File: src/rtl/irq_presenter_pkg.sv
package irq_presenter_pkg;

  typedef enum logic [1:0] {
    OP_ACCEPT   = 2'd0,
    OP_SET_MFRR = 2'd1,
    OP_SET_CPPR = 2'd2,
    OP_EOI      = 2'd3
  } ipr_op_e;

endpackage

File: src/rtl/ipr_arbiter.sv
module ipr_arbiter #(
  parameter int PRIO_W = 8,
  parameter int SRC_W  = 24
) (
  input  logic              clk,
  input  logic              rst_n,
  input  logic              cmd_valid,
  input  logic              offer_valid,
  input  logic [SRC_W-1:0]  offer_src,
  input  logic [PRIO_W-1:0] offer_prio,
  output logic              offer_ready,
  output logic              cmd_go,
  output logic              offer_go
);

  // processor command always wins the cycle
  assign offer_ready = !cmd_valid;
  assign cmd_go      = cmd_valid;
  assign offer_go    = offer_valid && !cmd_valid;


  offer_hold_chk: assert property (@(posedge clk) disable iff (!rst_n)
    offer_valid && !offer_ready |=> offer_valid && $stable(offer_src) && $stable(offer_prio));

endmodule

File: src/rtl/ipr_step.sv
module ipr_step
  import irq_presenter_pkg::*;
#(
  parameter int PRIO_W  = 8,
  parameter int SRC_W   = 24,
  parameter int IPI_SRC = 2
) (
  input  ipr_op_e                  cmd_op,
  input  logic                     cmd_go,
  input  logic [PRIO_W+SRC_W-1:0]  cmd_data,
  input  logic                     offer_go,
  input  logic [SRC_W-1:0]         offer_src,
  input  logic [PRIO_W-1:0]        offer_prio,
  input  logic [PRIO_W-1:0]        cppr,
  input  logic [PRIO_W-1:0]        mfrr,
  input  logic [PRIO_W-1:0]        pend,
  input  logic [SRC_W-1:0]         xisr,
  input  logic                     need,
  output logic [PRIO_W-1:0]        n_cppr,
  output logic [PRIO_W-1:0]        n_mfrr,
  output logic [PRIO_W-1:0]        n_pend,
  output logic [SRC_W-1:0]         n_xisr,
  output logic                     n_need,
  output logic                     o_xirr_v,
  output logic [PRIO_W+SRC_W-1:0]  o_xirr,
  output logic                     o_rej_v,
  output logic [SRC_W-1:0]         o_rej_src,
  output logic                     o_resend,
  output logic                     o_eoi_v,
  output logic [SRC_W-1:0]         o_eoi_src,
  output logic                     o_refused
);

  localparam int XIRR_W = PRIO_W + SRC_W;
  localparam logic [PRIO_W-1:0] LEAST  = {PRIO_W{1'b1}};
  localparam logic [SRC_W-1:0]  IPI_ID = SRC_W'(IPI_SRC);

  logic [SRC_W-1:0]  disp;
  logic [PRIO_W-1:0] arg, top, lower_val;
  logic              lower_en;

  assign arg = cmd_data[PRIO_W-1:0];
  assign top = cmd_data[XIRR_W-1 -: PRIO_W];

  always_comb begin
    n_cppr    = cppr;
    n_mfrr    = mfrr;
    n_pend    = pend;
    n_xisr    = xisr;
    n_need    = need;
    disp      = '0;
    lower_en  = 1'b0;
    lower_val = top;
    o_xirr_v  = 1'b0;
    o_xirr    = {cppr, xisr};
    o_resend  = 1'b0;
    o_eoi_v   = 1'b0;
    o_eoi_src = cmd_data[SRC_W-1:0];
    o_refused = 1'b0;

    if (cmd_go) begin
      unique case (cmd_op)
        OP_ACCEPT: begin
          o_xirr_v = 1'b1;
          if (xisr != '0) begin
            n_cppr = pend;
            n_pend = LEAST;
            n_xisr = '0;
          end
        end
        OP_SET_CPPR: begin
          if (arg > cppr) begin
            lower_en  = 1'b1;
            lower_val = arg;
          end else if (arg < cppr) begin
            n_cppr = arg;
            if (arg <= pend) begin
              disp   = xisr;
              n_xisr = '0;
              n_pend = LEAST;
            end
          end
        end
        OP_SET_MFRR: begin
          n_mfrr = arg;
          if (arg < cppr && arg <= pend) begin
            disp   = xisr;
            n_pend = arg;
            n_xisr = IPI_ID;
          end
          if (arg > mfrr) begin
            o_resend = need;
            n_need   = 1'b0;
          end
        end
        default: begin
          lower_en  = 1'b1;
          lower_val = top;
          o_eoi_v   = (cmd_data[SRC_W-1:0] != IPI_ID);
        end
      endcase
    end else if (offer_go) begin
      if (cppr > offer_prio && mfrr > offer_prio && pend > offer_prio) begin
        disp   = xisr;
        n_xisr = offer_src;
        n_pend = offer_prio;
      end else begin
        n_need    = 1'b1;
        o_refused = 1'b1;
      end
    end

    // shared threshold-lowering path (set threshold up, end of interrupt)
    if (lower_en) begin
      n_cppr = lower_val;
      if (mfrr < lower_val && mfrr <= pend) begin
        disp   = xisr;
        n_pend = mfrr;
        n_xisr = IPI_ID;
      end
      o_resend = need;
      n_need   = 1'b0;
    end
  end

  assign o_rej_v   = (disp != '0) && (disp != IPI_ID);
  assign o_rej_src = disp;

endmodule

File: src/rtl/ipr_core_regs.sv
module ipr_core_regs
  import irq_presenter_pkg::*;
#(
  parameter int PRIO_W  = 8,
  parameter int SRC_W   = 24,
  parameter int IPI_SRC = 2
) (
  input  logic                     clk,
  input  logic                     rst_n,
  input  logic                     cmd_go,
  input  ipr_op_e                  cmd_op,
  input  logic [PRIO_W-1:0]        cmd_arg,
  input  logic                     offer_go,
  input  logic [PRIO_W-1:0]        offer_prio,
  input  logic [PRIO_W-1:0]        n_cppr,
  input  logic [PRIO_W-1:0]        n_mfrr,
  input  logic [PRIO_W-1:0]        n_pend,
  input  logic [SRC_W-1:0]         n_xisr,
  input  logic                     n_need,
  input  logic                     o_xirr_v,
  input  logic [PRIO_W+SRC_W-1:0]  o_xirr,
  input  logic                     o_rej_v,
  input  logic [SRC_W-1:0]         o_rej_src,
  input  logic                     o_resend,
  input  logic                     o_eoi_v,
  input  logic [SRC_W-1:0]         o_eoi_src,
  input  logic                     o_refused,
  output logic [PRIO_W-1:0]        cppr,
  output logic [PRIO_W-1:0]        mfrr,
  output logic [PRIO_W-1:0]        pend,
  output logic [SRC_W-1:0]         xisr,
  output logic                     need,
  output logic                     irq_req,
  output logic                     xirr_valid,
  output logic [PRIO_W+SRC_W-1:0]  xirr_data,
  output logic                     reject_valid,
  output logic [SRC_W-1:0]         reject_src,
  output logic                     resend_req,
  output logic                     eoi_valid,
  output logic [SRC_W-1:0]         eoi_src,
  output logic                     offer_refused
);

  localparam logic [PRIO_W-1:0] LEAST  = {PRIO_W{1'b1}};
  localparam logic [SRC_W-1:0]  IPI_ID = SRC_W'(IPI_SRC);

  always_ff @(posedge clk or negedge rst_n) begin
    if (!rst_n) begin
      cppr <= '0;
      mfrr <= LEAST;
      pend <= LEAST;
      xisr <= '0;
      need <= 1'b0;
    end else begin
      cppr <= n_cppr;
      mfrr <= n_mfrr;
      pend <= n_pend;
      xisr <= n_xisr;
      need <= n_need;
    end
  end

  always_ff @(posedge clk or negedge rst_n) begin
    if (!rst_n) begin
      xirr_valid    <= 1'b0;
      xirr_data     <= '0;
      reject_valid  <= 1'b0;
      reject_src    <= '0;
      resend_req    <= 1'b0;
      eoi_valid     <= 1'b0;
      eoi_src       <= '0;
      offer_refused <= 1'b0;
    end else begin
      xirr_valid    <= o_xirr_v;
      xirr_data     <= o_xirr;
      reject_valid  <= o_rej_v;
      reject_src    <= o_rej_src;
      resend_req    <= o_resend;
      eoi_valid     <= o_eoi_v;
      eoi_src       <= o_eoi_src;
      offer_refused <= o_refused;
    end
  end

  assign irq_req = (xisr != '0) && (pend < cppr);


  accept_clear_chk: assert property (@(posedge clk) disable iff (!rst_n)
    cmd_go && cmd_op == OP_ACCEPT && xisr != '0
    |=> xisr == '0 && pend == LEAST && cppr == $past(pend));


  cppr_same_chk: assert property (@(posedge clk) disable iff (!rst_n)
    cmd_go && cmd_op == OP_SET_CPPR && cmd_arg == cppr
    |=> $stable(cppr) && $stable(pend) && $stable(xisr) && $stable(need)
        && !resend_req && !reject_valid);


  offer_take_chk: assert property (@(posedge clk) disable iff (!rst_n)
    offer_go && offer_prio < cppr && offer_prio < mfrr && offer_prio < pend
    |=> pend == $past(offer_prio) && !offer_refused);


  offer_refuse_chk: assert property (@(posedge clk) disable iff (!rst_n)
    offer_go && !(offer_prio < cppr && offer_prio < mfrr && offer_prio < pend)
    |=> need && offer_refused);


  resend_origin_chk: assert property (@(posedge clk) disable iff (!rst_n)
    resend_req |-> $past(need) && !need);


  reject_filter_chk: assert property (@(posedge clk) disable iff (!rst_n)
    reject_valid |-> reject_src != '0 && reject_src != IPI_ID);

endmodule

File: src/rtl/irq_presenter.sv
module irq_presenter
  import irq_presenter_pkg::*;
#(
  parameter int PRIO_W  = 8,
  parameter int SRC_W   = 24,
  parameter int IPI_SRC = 2
) (
  input  logic                     clk,
  input  logic                     rst_n,
  input  logic                     cmd_valid,
  input  logic [1:0]               cmd_op,
  input  logic [PRIO_W+SRC_W-1:0]  cmd_data,
  input  logic                     offer_valid,
  output logic                     offer_ready,
  input  logic [SRC_W-1:0]         offer_src,
  input  logic [PRIO_W-1:0]        offer_prio,
  output logic                     offer_refused,
  output logic                     irq_req,
  output logic                     xirr_valid,
  output logic [PRIO_W+SRC_W-1:0]  xirr_data,
  output logic                     reject_valid,
  output logic [SRC_W-1:0]         reject_src,
  output logic                     resend_req,
  output logic                     eoi_valid,
  output logic [SRC_W-1:0]         eoi_src
);

  localparam int XIRR_W = PRIO_W + SRC_W;

  ipr_op_e            op;
  logic               cmd_go, offer_go;
  logic [PRIO_W-1:0]  cppr, mfrr, pend, n_cppr, n_mfrr, n_pend;
  logic [SRC_W-1:0]   xisr, n_xisr, o_rej_src, o_eoi_src;
  logic               need, n_need;
  logic               o_xirr_v, o_rej_v, o_resend, o_eoi_v, o_refused;
  logic [XIRR_W-1:0]  o_xirr;

  assign op = ipr_op_e'(cmd_op);

  ipr_arbiter #(.PRIO_W(PRIO_W), .SRC_W(SRC_W)) u_arb (
    .clk         (clk),
    .rst_n       (rst_n),
    .cmd_valid   (cmd_valid),
    .offer_valid (offer_valid),
    .offer_src   (offer_src),
    .offer_prio  (offer_prio),
    .offer_ready (offer_ready),
    .cmd_go      (cmd_go),
    .offer_go    (offer_go)
  );

  ipr_step #(.PRIO_W(PRIO_W), .SRC_W(SRC_W), .IPI_SRC(IPI_SRC)) u_step (
    .cmd_op     (op),
    .cmd_go     (cmd_go),
    .cmd_data   (cmd_data),
    .offer_go   (offer_go),
    .offer_src  (offer_src),
    .offer_prio (offer_prio),
    .cppr       (cppr),
    .mfrr       (mfrr),
    .pend       (pend),
    .xisr       (xisr),
    .need       (need),
    .n_cppr     (n_cppr),
    .n_mfrr     (n_mfrr),
    .n_pend     (n_pend),
    .n_xisr     (n_xisr),
    .n_need     (n_need),
    .o_xirr_v   (o_xirr_v),
    .o_xirr     (o_xirr),
    .o_rej_v    (o_rej_v),
    .o_rej_src  (o_rej_src),
    .o_resend   (o_resend),
    .o_eoi_v    (o_eoi_v),
    .o_eoi_src  (o_eoi_src),
    .o_refused  (o_refused)
  );

  ipr_core_regs #(.PRIO_W(PRIO_W), .SRC_W(SRC_W), .IPI_SRC(IPI_SRC)) u_regs (
    .clk           (clk),
    .rst_n         (rst_n),
    .cmd_go        (cmd_go),
    .cmd_op        (op),
    .cmd_arg       (cmd_data[PRIO_W-1:0]),
    .offer_go      (offer_go),
    .offer_prio    (offer_prio),
    .n_cppr        (n_cppr),
    .n_mfrr        (n_mfrr),
    .n_pend        (n_pend),
    .n_xisr        (n_xisr),
    .n_need        (n_need),
    .o_xirr_v      (o_xirr_v),
    .o_xirr        (o_xirr),
    .o_rej_v       (o_rej_v),
    .o_rej_src     (o_rej_src),
    .o_resend      (o_resend),
    .o_eoi_v       (o_eoi_v),
    .o_eoi_src     (o_eoi_src),
    .o_refused     (o_refused),
    .cppr          (cppr),
    .mfrr          (mfrr),
    .pend          (pend),
    .xisr          (xisr),
    .need          (need),
    .irq_req       (irq_req),
    .xirr_valid    (xirr_valid),
    .xirr_data     (xirr_data),
    .reject_valid  (reject_valid),
    .reject_src    (reject_src),
    .resend_req    (resend_req),
    .eoi_valid     (eoi_valid),
    .eoi_src       (eoi_src),
    .offer_refused (offer_refused)
  );

endmodule

File: config.mk
export PLATFORM = sky130hd
export DESIGN_NAME = irq_presenter
export DESIGN_NICKNAME = d
export VERILOG_FILES = /design/src/rtl/irq_presenter_pkg.sv /design/src/rtl/ipr_arbiter.sv /design/src/rtl/ipr_step.sv /design/src/rtl/ipr_core_regs.sv /design/src/rtl/irq_presenter.sv
export SDC_FILE = /design/constraint.sdc
export NUM_CORES = 1
export LEC_CHECK = 0
export CORE_UTILIZATION = 60
export CTS_CLUSTER_DIAMETER = 80
export CTS_CLUSTER_SIZE = 20
export DETAILED_ROUTE_END_ITERATION = 7
export DONT_BUFFER_PORTS = 1
export GPL_ROUTABILITY_DRIVEN = 0
export PLACE_DENSITY = 0.79
export REMOVE_ABC_BUFFERS = 1
export SLEW_MARGIN = 20
export SYNTH_ARGS = -nofsm -noshare
export SYNTH_HDL_FRONTEND = slang
export SYNTH_SLANG_ARGS = --single-unit
File: constraint.sdc
create_clock -name clk -period 3.6 [get_ports clk]
set_input_delay 0.36 -clock clk [delete_from_list [all_inputs] [get_ports clk]]
set_output_delay 0.36 -clock clk [all_outputs]
set_load 0.005 [all_outputs]
---- Word-level counts from Yosys, hierarchy flattened ----
Cells that the tools add are included.
operators by class
  order comparisons ....................... 10
  eq/ne operators ......................... 10
  mux-type cells .......................... 61
  reductions and logical operators ........ 19
operator list
  cell                                                                    count
  24-bit two-way mux                                                      19
  8-bit two-way mux                                                       18
  24-bit one-hot mux with 3 select lines                                  1
  24-bit by 2-bit != test with 1-bit output (second input constant)       2
  24-bit one-hot mux with 2 select lines                                  1
  24-bit nonzero test                                                     2
  8-bit greater-than comparator                                           5
  8-bit < comparator                                                      3
  8-bit one-hot mux with 3 select lines                                   1
  1-bit two-way mux                                                       19
  8-bit less-or-equal comparator                                          2
  8-bit one-hot mux with 2 select lines                                   1
  3-bit by 1-bit != test with 1-bit output (second input constant)        4
  1-bit logical AND                                                       7
  3-bit by 2-bit != test with 1-bit output (second input constant)        2
  3-bit nonzero test                                                      2
  5-bit AND reduction                                                     1
  4-bit AND reduction                                                     1
  3-bit OR reduction                                                      1
  2-bit by 1-bit equality test with 1-bit output (second input constant)  1
  2-bit equality test (second input constant)                             1
  2-bit logical NOT                                                       1
  1-bit one-hot mux with 2 select lines                                   1
  2-bit AND reduction                                                     1
  other kinds (3)                                                         3
storage, ports and cells
  register bits ........................... 134
  input bits .............................. 70
  output and inout bits ................... 87
  word-level logic and storage cells ...... 113

---- Logic depth before layout (Yosys ltp) ----
  depth after elaboration ................. 10
  depth in mapped cells ................... 16
  depth with buffers taken out ............ 15

---- Cells and area by module ----
From an unflattened synthesis, not the netlist that was laid out.
second synthesis, totals
  cell total of the unflattened synthesis .. 754
  area, all modules ....................... 7752.4 µm²
by module, submodules not included
  module         times used  cells an instance  area an instance (µm²)  seq. area each (µm²)
  ipr_step       1           583                4105.2                  0.0
  ipr_core_regs  1           168                3629.7                  3373.2
  ipr_arbiter    1           3                  17.5                    0.0

---- Worst setup path before layout ----
No wires, ideal clock.
  kind .................................... reg2reg
  start ................................... register u_regs.cppr[7]
  end ..................................... register u_regs.xisr[10]
  setup time .............................. 0.123 ns
  arrival ................................. 3.160 ns
  data required time ...................... 3.477 ns
  path slack .............................. 0.317 ns
  stages on the path, launching flop included .. 17
  path buffers ............................ 2
  period minus slack after synthesis ...... 3.283 ns
  cells stage by stage .................... dfrtp_1 -> inv_1 -> ha_1 -> nand4_2 -> nor2_2 -> a2111oi_4 -> nor2_4 -> mux2i_1 -> ha_1 -> a21o_1 -> a21oi_1 -> o22ai_1 -> nor2_1 -> and4b_1 -> buf_6 -> buf_12 -> nor2_4
on the way
  longest elaborated chain between the ends .. 8
  elaborated cells on any way between the ends .. 23
  classes of those cells .................. order compare (4); mux (15); reduce/logical (4)
ends and longest elaborated chain
  item                                                             line                              text
  start, declared                                                  ipr_core_regs.sv:28               output logic [PRIO_W-1:0] cppr,
  start signal, assigned                                           ipr_core_regs.sv:55               cppr <= n_cppr;
  8-bit greater-than comparator (on tied branches)                 ipr_step.sv:72, ipr_step.sv:103
  8-bit two-way mux / 1-bit logical AND (equally long branches)    ipr_step.sv:72, ipr_step.sv:103
  8-bit two-way mux / 1-bit logical AND (equally long branches)    ipr_step.sv:62, ipr_step.sv:103
  8-bit two-way mux / 24-bit two-way mux (equally long branches)   ipr_step.sv:61, ipr_step.sv:103
  8-bit < comparator / 24-bit two-way mux (equally long branches)  ipr_step.sv:116, ipr_step.sv:102
  1-bit logical AND / 24-bit two-way mux (equally long branches)   ipr_step.sv:116, ipr_step.sv:61
  24-bit two-way mux                                               ipr_step.sv:116                   if (mfrr < lower_val && mfrr <= pend) begin
  24-bit two-way mux (*)                                           ipr_step.sv:114                   if (lower_en) begin
  via n_xisr[10]                                                   irq_presenter.sv:33               logic [SRC_W-1:0] xisr, n_xisr, o_rej_src, o_eoi_src;
  end signal, assigned                                             ipr_core_regs.sv:58               xisr <= n_xisr;
  end, declared                                                    ipr_core_regs.sv:31               output logic [SRC_W-1:0] xisr,
The timed path passes the listed nets; every way through them passes the cells marked *.
A chain may end at the register's enable or synchronous reset.

---- Worst setup path after layout ----
  start ................................... register u_regs.cppr[1]
  end ..................................... register u_regs.reject_src[18]
on the way
  longest elaborated chain between the ends .. 8
  elaborated cells on any way between the ends .. 23
  classes of those cells .................. order compare (4); mux (15); reduce/logical (4)
ends and longest elaborated chain
  item                                                             line                              text
  8-bit greater-than comparator (on tied branches)                 ipr_step.sv:72, ipr_step.sv:103
  8-bit two-way mux / 1-bit logical AND (equally long branches)    ipr_step.sv:72, ipr_step.sv:103
  8-bit two-way mux / 1-bit logical AND (equally long branches)    ipr_step.sv:62, ipr_step.sv:103
  8-bit two-way mux / 24-bit two-way mux (equally long branches)   ipr_step.sv:61, ipr_step.sv:103
  8-bit < comparator / 24-bit two-way mux (equally long branches)  ipr_step.sv:116, ipr_step.sv:102
  1-bit logical AND / 24-bit two-way mux (equally long branches)   ipr_step.sv:116, ipr_step.sv:61
  24-bit two-way mux                                               ipr_step.sv:116
  24-bit two-way mux (*)                                           ipr_step.sv:114
  via o_rej_src[18]                                                irq_presenter.sv:33
  end signal, assigned                                             ipr_core_regs.sv:77               reject_src <= o_rej_src;
  end, declared                                                    ipr_core_regs.sv:37               output logic [SRC_W-1:0] reject_src,
Marked as above.

==> run metrics <==
hold crit path type in2reg; Root Driver clkbuf_16; Netlist cell types 66; mapped cell area 0.00728 mm²; leak pwr 4.06 nW; WL/cell 23.8 µm; grt total ovfl 0; met3 Use GR 8.80%; Worst-Margin Slew 709 ps; MaxCap Viol Count 0; Seq cells post-synth 134; Via-to-Cell Ratio 6.70; num rows 39; final std cells w/o fill 850; Initial Util 62.7%; sequential-to-total area share from yosys stat 46.3%; Crit. Startpoint u_regs.cppr[1]; largest net degree at the start of global routing 135; n_diodes 0; worst hold margin 79.2 ps; first-pass GRT wire length 29.2 mm; Total GRT Usage 30.9%; Core ar. 0.0116 mm²; Clk Latency, worst-skew pair 430 ps; reg2reg start u_regs.cppr[1]; Placed Area 0.00742 mm²; highest-count cells in the layout ignoring fill and taps dfrtp_1 (118), ha_1 (70), inv_1 (36); vias in the first global route 5650; Post-synth EDFFs 0; setup TNS -533 ps; Worst Skew 7.87 ps; final hold vios 0; die width 112 µm; via count 5695; Slew headroom 52.7%; H-tree depth 4; peak fanout along the critical path 6; Antenna Violating Nets Remaining 0; result of the run finished with violations; power per cell area 701 mW/mm²; failing checks design-rule violations, negative setup slack; ys flop type dfrtp_1; critical path startpoint category flip-flop; ys async rst share 100%; GRT Max-Usage Layer met2; 1st-iter DRT viols 468; Post-Place Cells 778; initial antenna violation count 0; met2 GRT Util 51.5%; final setup fails 26; worst path required time 3960 ps; RSZ-0062 raised after global routing true; Finished Core Util 75.6%; die height 112 µm; Worst Path Arrival 4010 ps; Finished Cell Area 0.00878 mm²; Final Routed Wirelength 20.2 mm; Yosys warnings 0; setup ws final -46.8 ps; Synth Area per Inst 11.2 µm²; TritonRoute pass-1 iters 8; num ports 157; Area Overhead vs Synth 20.7%; number of buffers on the longest clock path 2; Slew Limit Fails 0; clock tree sinks 134; post-synthesis cell count 648; CTS buffer count 17; Setup CP Type reg2reg; Final HPWL DP 12.9 mm; drt drc 12; CP Capture Type flip-flop; met1 Use GR 36.4%; most common cell after layout, fill and taps aside dfrtp_1; VDD IR max 0.322 mV; HP Start cmd_data[1]; Worst-path clk slew 60 ps; CTS tree done; minimum clock period 3650 ps; fmax 274 MHz; share of layout cells above drive strength 1 23.8%; Tcrit/Tclk final 101%; nets 838; Die ar. 0.0126 mm²; port bufs 0
-- path summary, 6_finish.rpt --
check                                         to  slack (ps)  cells past startpoint
max                        u_regs.reject_src[18]         -50                     18
min                               u_regs.mfrr[1]          80                      1
max reg2reg                u_regs.reject_src[18]         -50                     18
min reg2reg                 u_regs.xirr_data[28]         410                      0
max in group asynchronous        u_regs.xisr[20]        2550                      2
min in group asynchronous     u_regs.eoi_src[18]         610                      2
-- timing repair --
action                                  in CTS  in global routing
hold buffers                                26                  0
buffers inserted                             1                  8
endpoints found under the setup margin      36                 57
gates resized for setup                      2                 48
hold endpoints to repair                   158                  0
cloned                                       0                  5
pin swaps                                    0                  7
-- state kept, by name, indices dropped and copies added, names as in the netlist, 8 cells and up --
name	flops
u_regs.cppr	8
u_regs.eoi_src	24
u_regs.mfrr	8
u_regs.pend	8
u_regs.reject_src	24
u_regs.xirr_data	32
u_regs.xisr	24
-- worst max-delay path, stage by stage (launching register included) --
cell       delay [ps]
dfrtp_1           390
inv_2              80
ha_4              270
nor2b_4           150
o211ai_4          110
a2111oi_4         460
nor2_4             90
buf_12            150
mux2i_4           180
ha_1              290
a21o_1            200
a21oi_2           130
o22ai_1            90
nor2_1            160
buf_4             140
nand4b_4          210
buf_12            220
nand3_4            90
and2_1            150
-- metal layers --
layer / wire length [µm] / share of wire [%] / vias up
met5: 0 / 0 / -
met4: 878 / 4.3 / 0
met3: 1810 / 8.9 / 81
met2: 10000 / 50 / 324
met1: 7510 / 37 / 2821
li1: - / - / 2469
-- metrics by stage --
| stage | power (W) | setup slack, ps |
|---|---|---|
| floorplan | 0.00337 | -1000 |
| detailed placement | 0.00395 | -285 |
| CTS | 0.00582 | 10.4 |
| global placement | 0.00384 | -5.17 |
| global route | 0.00643 | -165 |
| finish | 0.00615 | -46.8 |
-- logic make-up (layout without fill, tap and decap cells) --
| family | count (synthesis) | after routing | share of synthesized area (%) |
|---|---|---|---|
| and+or+nand+nor | 178 | 180 | 15.3 |
| AOI/OAI and AO/OA | 161 | 161 | 16.3 |
| DFF | 134 | 134 | 46.3 |
| adders and majority gates | 74 | 74 | 12.7 |
| buffers and inverters | 65 | 122 | 4.14 |
| muxes | 36 | 36 | 5.19 |
-- cell type report --
cell class,count,area (µm²)
clock buffer,18,439
clock inverter,14,175
fill,730,2830
inverter,39,146
multi-input combinational,451,3900
sequential,134,3370
tap,143,179
timing repair buffer,51,572
-- power breakdown --
| part | switching, W | internal [W] |
|---|---|---|
| clock network | 0.000673 | 0.00111 |
| logic | 0.00128 | 0.000996 |
| registers | 0.000308 | 0.00179 |
| total | 0.00226 | 0.00390 |
-- cell usage after synthesis (8+ instances only) --
cell	number	area share, %
dfstp_2	16	5.8
nor2b_1	8	0.69
clkbuf_1	14	0.72
ha_1	74	13
a41oi_1	8	0.96
nor2_4	21	3.2
dfrtp_1	118	41
nand2_1	25	1.3
inv_1	38	2.0
mux2i_1	22	3.0
nand3_1	21	1.4
and2_1	25	2.1
nor3_1	10	0.69
o21ai_0	31	2.1
nor4_1	10	0.86
a21oi_1	24	1.7
o31ai_1	23	2.4
a2bb2oi_1	23	2.8
a21o_1	14	1.4
nand2b_1	10	0.86
mux2_2	14	2.2
nor2_1	26	1.3
Power figures use the tool's default switching activity.
